[src/rtl/iopt_pkg.sv]
package iopt_pkg;
  localparam int unsigned PG_SHIFT  = 12;
  localparam int unsigned PTE_W     = 32;
  localparam int unsigned PTE_V_BIT = 1;
  localparam int unsigned PTE_W_BIT = 2;
  localparam int unsigned PPN_LSB   = 8;

  typedef enum logic {ST_IDLE, ST_FETCH} iopt_state_e;

  // composite fault status word
  function automatic logic [31:0] fault_word(input logic is_read);
    logic [31:0] w;
    w        = '0;
    w[31]    = 1'b1;
    w[30]    = 1'b1;
    w[23:20] = 4'h8;
    w[18]    = is_read;
    w[17]    = 1'b1;
    return w;
  endfunction
endpackage

[src/rtl/iopt_entry_addr.sv]
module iopt_entry_addr
  import iopt_pkg::*;
#(
  parameter int unsigned IOA_W   = 32,
  parameter int unsigned RSEL_W  = 3,
  parameter int unsigned MIN_WIN = 24,
  localparam int unsigned ENT_W  = IOA_W + 4
) (
  input  logic [IOA_W-1:0]  io_addr_i,
  input  logic [IOA_W-1:0]  base_i,
  input  logic [RSEL_W-1:0] range_sel_i,
  output logic [ENT_W-1:0]  entry_addr_o
);
  logic [IOA_W-1:0] win_mask;
  logic [IOA_W-1:0] page_idx;

  always_comb begin
    for (int b = 0; b < int'(IOA_W); b++)
      win_mask[b] = (b < (int'(MIN_WIN) + int'(range_sel_i)));
  end

  assign page_idx     = (io_addr_i & win_mask) >> PG_SHIFT;
  assign entry_addr_o = (ENT_W'(base_i) << 4) + (ENT_W'(page_idx) << 2);
endmodule

[src/rtl/iopt_perm_check.sv]
module iopt_perm_check
  import iopt_pkg::*;
#(
  localparam int unsigned PA_W = PTE_W - PPN_LSB + PG_SHIFT
) (
  input  logic [PTE_W-1:0]    pte_i,
  input  logic                is_write_i,
  input  logic [PG_SHIFT-1:0] pg_off_i,
  output logic                fault_o,
  output logic [PA_W-1:0]     phys_o
);
  assign fault_o = !pte_i[PTE_V_BIT] || (is_write_i && !pte_i[PTE_W_BIT]);
  assign phys_o  = {pte_i[PTE_W-1:PPN_LSB], pg_off_i};
endmodule

[src/rtl/iopt_fault_regs.sv]
module iopt_fault_regs
  import iopt_pkg::*;
#(
  parameter int unsigned IOA_W = 32
) (
  input  logic             clk_i,
  input  logic             rst_ni,
  input  logic             load_i,
  input  logic             is_read_i,
  input  logic [IOA_W-1:0] io_addr_i,
  output logic [31:0]      status_o,
  output logic [IOA_W-1:0] addr_o
);
  always_ff @(posedge clk_i or negedge rst_ni) begin
    if (!rst_ni) begin
      status_o <= '0;
      addr_o   <= '0;
    end else if (load_i) begin
      status_o <= fault_word(is_read_i);
      addr_o   <= {io_addr_i[IOA_W-1:PG_SHIFT], {PG_SHIFT{1'b0}}};
    end
  end

  assert_status_rd_R6: assert property (@(posedge clk_i) disable iff (!rst_ni)
    load_i |=> (status_o[18] == $past(is_read_i)) && status_o[31] && status_o[17]);
  assert_addr_page_R7: assert property (@(posedge clk_i) disable iff (!rst_ni)
    load_i |=> addr_o[IOA_W-1:PG_SHIFT] == $past(io_addr_i[IOA_W-1:PG_SHIFT]));
  assert_hold_R8: assert property (@(posedge clk_i) disable iff (!rst_ni)
    !load_i |=> $stable(status_o) && $stable(addr_o));
endmodule

[src/rtl/iopt_xlate.sv]
module iopt_xlate
  import iopt_pkg::*;
#(
  parameter int unsigned IOA_W   = 32,
  parameter int unsigned RSEL_W  = 3,
  parameter int unsigned MIN_WIN = 24,
  localparam int unsigned ENT_W  = IOA_W + 4,
  localparam int unsigned PA_W   = PTE_W - PPN_LSB + PG_SHIFT
) (
  input  logic              clk_i,
  input  logic              rst_ni,
  input  logic              req_valid_i,
  output logic              req_ready_o,
  input  logic [IOA_W-1:0]  req_addr_i,
  input  logic              req_write_i,
  input  logic [IOA_W-1:0]  base_i,
  input  logic [RSEL_W-1:0] range_sel_i,
  output logic              mem_req_o,
  output logic [ENT_W-1:0]  mem_addr_o,
  input  logic              mem_ack_i,
  input  logic [PTE_W-1:0]  mem_rdata_i,
  output logic              done_o,
  output logic              done_err_o,
  output logic [PA_W-1:0]   xlat_addr_o,
  output logic [31:0]       err_status_o,
  output logic [IOA_W-1:0]  err_addr_o
);
  iopt_state_e      state_q;
  logic [IOA_W-1:0] io_q;
  logic             wr_q;
  logic [ENT_W-1:0] ent_d;
  logic             fault;
  logic [PA_W-1:0]  phys;
  logic             fault_load;

  iopt_entry_addr #(.IOA_W(IOA_W), .RSEL_W(RSEL_W), .MIN_WIN(MIN_WIN)) u_ent (
    .io_addr_i   (req_addr_i),
    .base_i      (base_i),
    .range_sel_i (range_sel_i),
    .entry_addr_o(ent_d)
  );

  iopt_perm_check u_perm (
    .pte_i     (mem_rdata_i),
    .is_write_i(wr_q),
    .pg_off_i  (io_q[PG_SHIFT-1:0]),
    .fault_o   (fault),
    .phys_o    (phys)
  );

  assign req_ready_o = (state_q == ST_IDLE);
  assign mem_req_o   = (state_q == ST_FETCH);
  assign fault_load  = mem_req_o && mem_ack_i && fault;

  always_ff @(posedge clk_i or negedge rst_ni) begin
    if (!rst_ni) begin
      state_q     <= ST_IDLE;
      io_q        <= '0;
      wr_q        <= 1'b0;
      mem_addr_o  <= '0;
      done_o      <= 1'b0;
      done_err_o  <= 1'b0;
      xlat_addr_o <= '0;
    end else begin
      done_o     <= 1'b0;
      done_err_o <= 1'b0;
      case (state_q)
        ST_IDLE: if (req_valid_i) begin
          io_q       <= req_addr_i;
          wr_q       <= req_write_i;
          mem_addr_o <= ent_d;
          state_q    <= ST_FETCH;
        end
        ST_FETCH: if (mem_ack_i) begin
          done_o      <= 1'b1;
          done_err_o  <= fault;
          xlat_addr_o <= fault ? '0 : phys;
          state_q     <= ST_IDLE;
        end
        default: state_q <= ST_IDLE;
      endcase
    end
  end

  iopt_fault_regs #(.IOA_W(IOA_W)) u_fregs (
    .clk_i    (clk_i),
    .rst_ni   (rst_ni),
    .load_i   (fault_load),
    .is_read_i(!wr_q),
    .io_addr_i(io_q),
    .status_o (err_status_o),
    .addr_o   (err_addr_o)
  );

  assert_req_hold_R3: assert property (@(posedge clk_i) disable iff (!rst_ni)
    (mem_req_o && !mem_ack_i) |=> mem_req_o && $stable(mem_addr_o));
  assert_busy_R3: assert property (@(posedge clk_i) disable iff (!rst_ni)
    mem_req_o |-> !req_ready_o);
  assert_done_pulse_R11: assert property (@(posedge clk_i) disable iff (!rst_ni)
    done_o |=> !done_o);
  assert_done_after_ack_R11: assert property (@(posedge clk_i) disable iff (!rst_ni)
    $rose(done_o) |-> $past(mem_req_o && mem_ack_i));
  assert_err_flag_R6: assert property (@(posedge clk_i) disable iff (!rst_ni)
    (done_o && done_err_o) |-> err_status_o[31] && err_status_o[30]);
  assert_ok_quiet_R8: assert property (@(posedge clk_i) disable iff (!rst_ni)
    (done_o && !done_err_o) |-> $stable(err_status_o) && $stable(err_addr_o));
endmodule

[config.mk]
export PLATFORM = sky130hd
export DESIGN_NAME = iopt_xlate
export DESIGN_NICKNAME = d
export VERILOG_FILES = /design/src/rtl/iopt_pkg.sv /design/src/rtl/iopt_entry_addr.sv /design/src/rtl/iopt_perm_check.sv /design/src/rtl/iopt_fault_regs.sv /design/src/rtl/iopt_xlate.sv
export SDC_FILE = /design/constraint.sdc
export NUM_CORES = 1
export LEC_CHECK = 0
export BUFFER_PORTS_ARGS = -buffer_cell sky130_fd_sc_hd__buf_2
export CORE_ASPECT_RATIO = 1.25
export CORE_MARGIN = 2
export CORE_UTILIZATION = 25
export CTS_BUF_LIST = sky130_fd_sc_hd__clkbuf_16
export DETAILED_ROUTE_END_ITERATION = 10
export SKIP_LAST_GASP = 1
export SYNTH_ARGS = -nofsm -noshare
export SYNTH_HDL_FRONTEND = slang
export SYNTH_SLANG_ARGS = --single-unit
[constraint.sdc]
create_clock -name clk_i -period 4.1 [get_ports clk_i]
set_clock_uncertainty 0.05 [all_clocks]
set_input_delay 0.615 -clock clk_i [delete_from_list [all_inputs] [get_ports clk_i]]
set_output_delay 0.615 -clock clk_i [all_outputs]
set_load 0.005 [all_outputs]
==> flow_summary.json <==
{
  "outcome": "finished clean",
  "die_h_um": 177,
  "drtAntennaViolNets": 0,
  "numPortBuffers": 196,
  "seqPwrFrac_pct": 40.4,
  "clock_latency_ns": 0.42,
  "synthToLayoutAreaGrowth_pct": 29.1,
  "postCtsSetupBuffers": 0,
  "core_area_mm2": 0.0236,
  "syn_area_per_cell_um2": 11.7,
  "netlist.area_leader.share_pct": 52.6,
  "groute.usage.overall_pct": 12.1,
  "ys_seq_area_share_pct": 52.6,
  "antenna-diode-count": 0,
  "start_kind": "primary input",
  "worst_slew_pin_slew_ns": 0.930,
  "p_leak_nw": 3.82,
  "fin_crit_sh_pct": 67.9,
  "clock_path_buffers": 2,
  "final_cells": 1011,
  "post_drt_wl_per_cell_um": 14.9,
  "io_pins": 244,
  "drive_above_1_share_pct": 40.6,
  "p_sw_mw": 1.18,
  "synth.distinct_cells": 46,
  "gr-total-overflow": 0,
  "yosys_most_used_dff": "dfrtp_1",
  "cp.arrival_ns": 3.08,
  "dieWidth_um": 142,
  "cts_tree": "yes",
  "cts_sinks": 126,
  "cts_hold_buf": 0,
  "async_reset_ff_share_pct": 100,
  "cts-buffers-inserted": 17,
  "cts_resized": 0,
  "drt-total-wl_um": 15100,
  "rsz0062_at_grt": "false",
  "dp.cells": 979,
  "viasPerCell": 4.34,
  "r2r_slack_ns": 2.18,
  "cp_max_fo": 8,
  "period_needed_ns": 2.79,
  "clock_power_share_pct": 38.1,
  "comb_power_share_pct": 21.5,
  "crit_required_ns": 4.39,
  "crit_path_end_kind": "register",
  "yosysMostFrequentCell": "dfrtp_1",
  "cts-root-buf": "clkbuf_16",
  "max_slew_margin_pct": 38.0,
  "hold_viol": 0,
  "synth_area_mm2": 0.00599,
  "grt_pass1_wl_um": 23200,
  "setup_slack_ns": 1.31,
  "synth_top_cell_by_area": "dfrtp_1",
  "synth_edf_count": 0,
  "syn-instance-count": 514,
  "finalSetupViolCount": 0,
  "ys_warn_count": 0,
  "fin_nets": 828,
  "synthTopCellsByCount": "126 x dfrtp_1, 54 x mux2_2, 50 x nand2_1",
  "clk_pin_slew_ns": 0.06,
  "drc": 0,
  "irDropWorstVdd_mv": 0.268,
  "fin_util_pct": 32.7,
  "ys_ff_latch": 126,
  "grt_pass1_vias": 4366,
  "internal_power_mw": 3.12,
  "hp-class": "primary input to async pin",
  "max_freq_ghz": 0.359,
  "finalSetupTns_ns": 0,
  "pre_cts_slack_ns": 0.826,
  "grt_max_degree": 82,
  "start_util_pct": 25.3,
  "drv_slew": 0,
  "powerDensity_mw_per_mm2": 556,
  "antenna_found_initial": 0,
  "vias": 4392,
  "swShare_pct": 27.3,
  "crit_start": "range_sel_i[1]",
  "htree_num_levels": 4,
  "dpl.hpwl_um": 10900,
  "dr.pass1.iters": 4,
  "drt_iter0_drc": 150,
  "netlist_top_cells_area": "dfrtp_1 53%, mux2_2 10%, buf_4 5.9%",
  "rows": 63,
  "r2r_start": "mem_req_o",
  "cap_violations": 0,
  "die_area_mm2": 0.0252,
  "place_congestion": 0.760,
  "path_class": "primary input to register"
}
area by class of cell:
class                           instances  area, um2
Fill cell                            2444      15900
Sequential cell                       126       3150
Multi-Input combinational cell        352       2520
Timing Repair Buffer                  201       1030
Clock buffer                           17        425
Tap cell                              292        365
Clock inverter                         15        204
Inverter                                8       30.0
power groups by stage:
stage	Sequential [mW]	Combinational [mW]	Clock (mW)
floorplan	1.76	0.488	0
global placement	1.75	0.931	0
detailed placement	1.76	0.944	0
CTS	1.74	0.948	1.69
global route	1.78	1.04	1.73
finish	1.74	0.924	1.64
critical path: stages:
cell and delay, ns:
buf_2 0.13, o31a_1 0.30, ha_1 0.37, nand4_1 0.19
a21oi_1 0.20, o21ai_2 0.11, a211oi_2 0.60, o2111ai_1 0.25
xor2_1 0.19, o21ai_1 0.12
metrics by stage:
stage,power (mW),hold WS (ns),area [um2]
2_1_floorplan,2.25,0.269,6140
3_3_place_gp,2.68,0.409,7110
3_5_place_dp,2.70,0.414,7110
4_1_cts,4.38,0.274,7730
5_1_grt,4.55,0.316,7730
6_report,4.30,0.252,7730
routing by layer:
| metal | track usage [%] | vias to the layer above | share of wire (%) |
|---|---|---|---|
| met5 | 0 | - | 0 |
| met4 | 4.99 | 0 | 2.0 |
| met3 | 3.25 | 15 | 6.0 |
| met2 | 21.1 | 159 | 50 |
| met1 | 13.8 | 2091 | 42 |
| li1 | - | 2127 | - |
registers in the layout (all words and copies together) (netlist names):
signal,flops
done_o,1
u_fregs.addr_o,20
mem_addr_o,32
io_q,32
xlat_addr_o,36
done_err_o,1
wr_q,1
mem_req_o,1
u_fregs.status_o,2
logic make-up (layout without fill, tap and decap cells):
| logic type | after synthesis | in the layout | share of synthesized area, % |
|---|---|---|---|
| fa+ha+maj | 18 | 18 | 3.88 |
| xor+xnor | 30 | 30 | 4.39 |
| compound gates | 124 | 124 | 14.6 |
| other cells | 1 | 41 | 0.0626 |
| simple gates | 85 | 85 | 6.33 |
| buf+inv | 76 | 241 | 7.93 |
| flops | 126 | 126 | 52.6 |
| mux | 54 | 54 | 10.1 |
worst paths after layout:
| path | endpoint | cells past startpoint |
|---|---|---|
| max | mem_addr_o[31] | 10 |
| min | done_o | 1 |
| max reg2reg | u_fregs.addr_o[18] | 5 |
| min reg2reg | mem_addr_o[32] | 2 |
| max in group asynchronous | mem_addr_o[28] | 2 |
| min in group clk_i | xlat_addr_o[32] | 2 |
cells in the final DEF (no fill, tap or decap), types with 2 or more instances in the layout:
master | Yosys | routed
and3_1 | 5 | 5
bufinv_16 | 0 | 5
dfrtp_1 | 126 | 126
clkbuf_16 | 0 | 17
xnor2_1 | 6 | 6
a21o_1 | 2 | 2
o2111ai_1 | 4 | 4
o2111ai_2 | 2 | 2
xor2_1 | 24 | 24
o21a_1 | 2 | 2
buf_4 | 47 | 5
nor2b_1 | 3 | 3
buf_2 | 0 | 195
nand2_1 | 50 | 49
nor3_1 | 2 | 2
o211ai_1 | 5 | 5
o211a_1 | 2 | 2
ha_1 | 17 | 17
nor2_1 | 10 | 9
clkinv_2 | 0 | 4
conb_1 | 1 | 41
clkinvlp_4 | 0 | 3
a21oi_1 | 19 | 19
o21ai_0 | 38 | 38
a22o_1 | 36 | 36
inv_1 | 8 | 11
o21ai_1 | 3 | 3
and2_1 | 3 | 3
nand4_1 | 3 | 3
nand3_1 | 4 | 4
o31a_1 | 2 | 2
mux2_2 | 54 | 54
(Power assumes the default switching activity.)
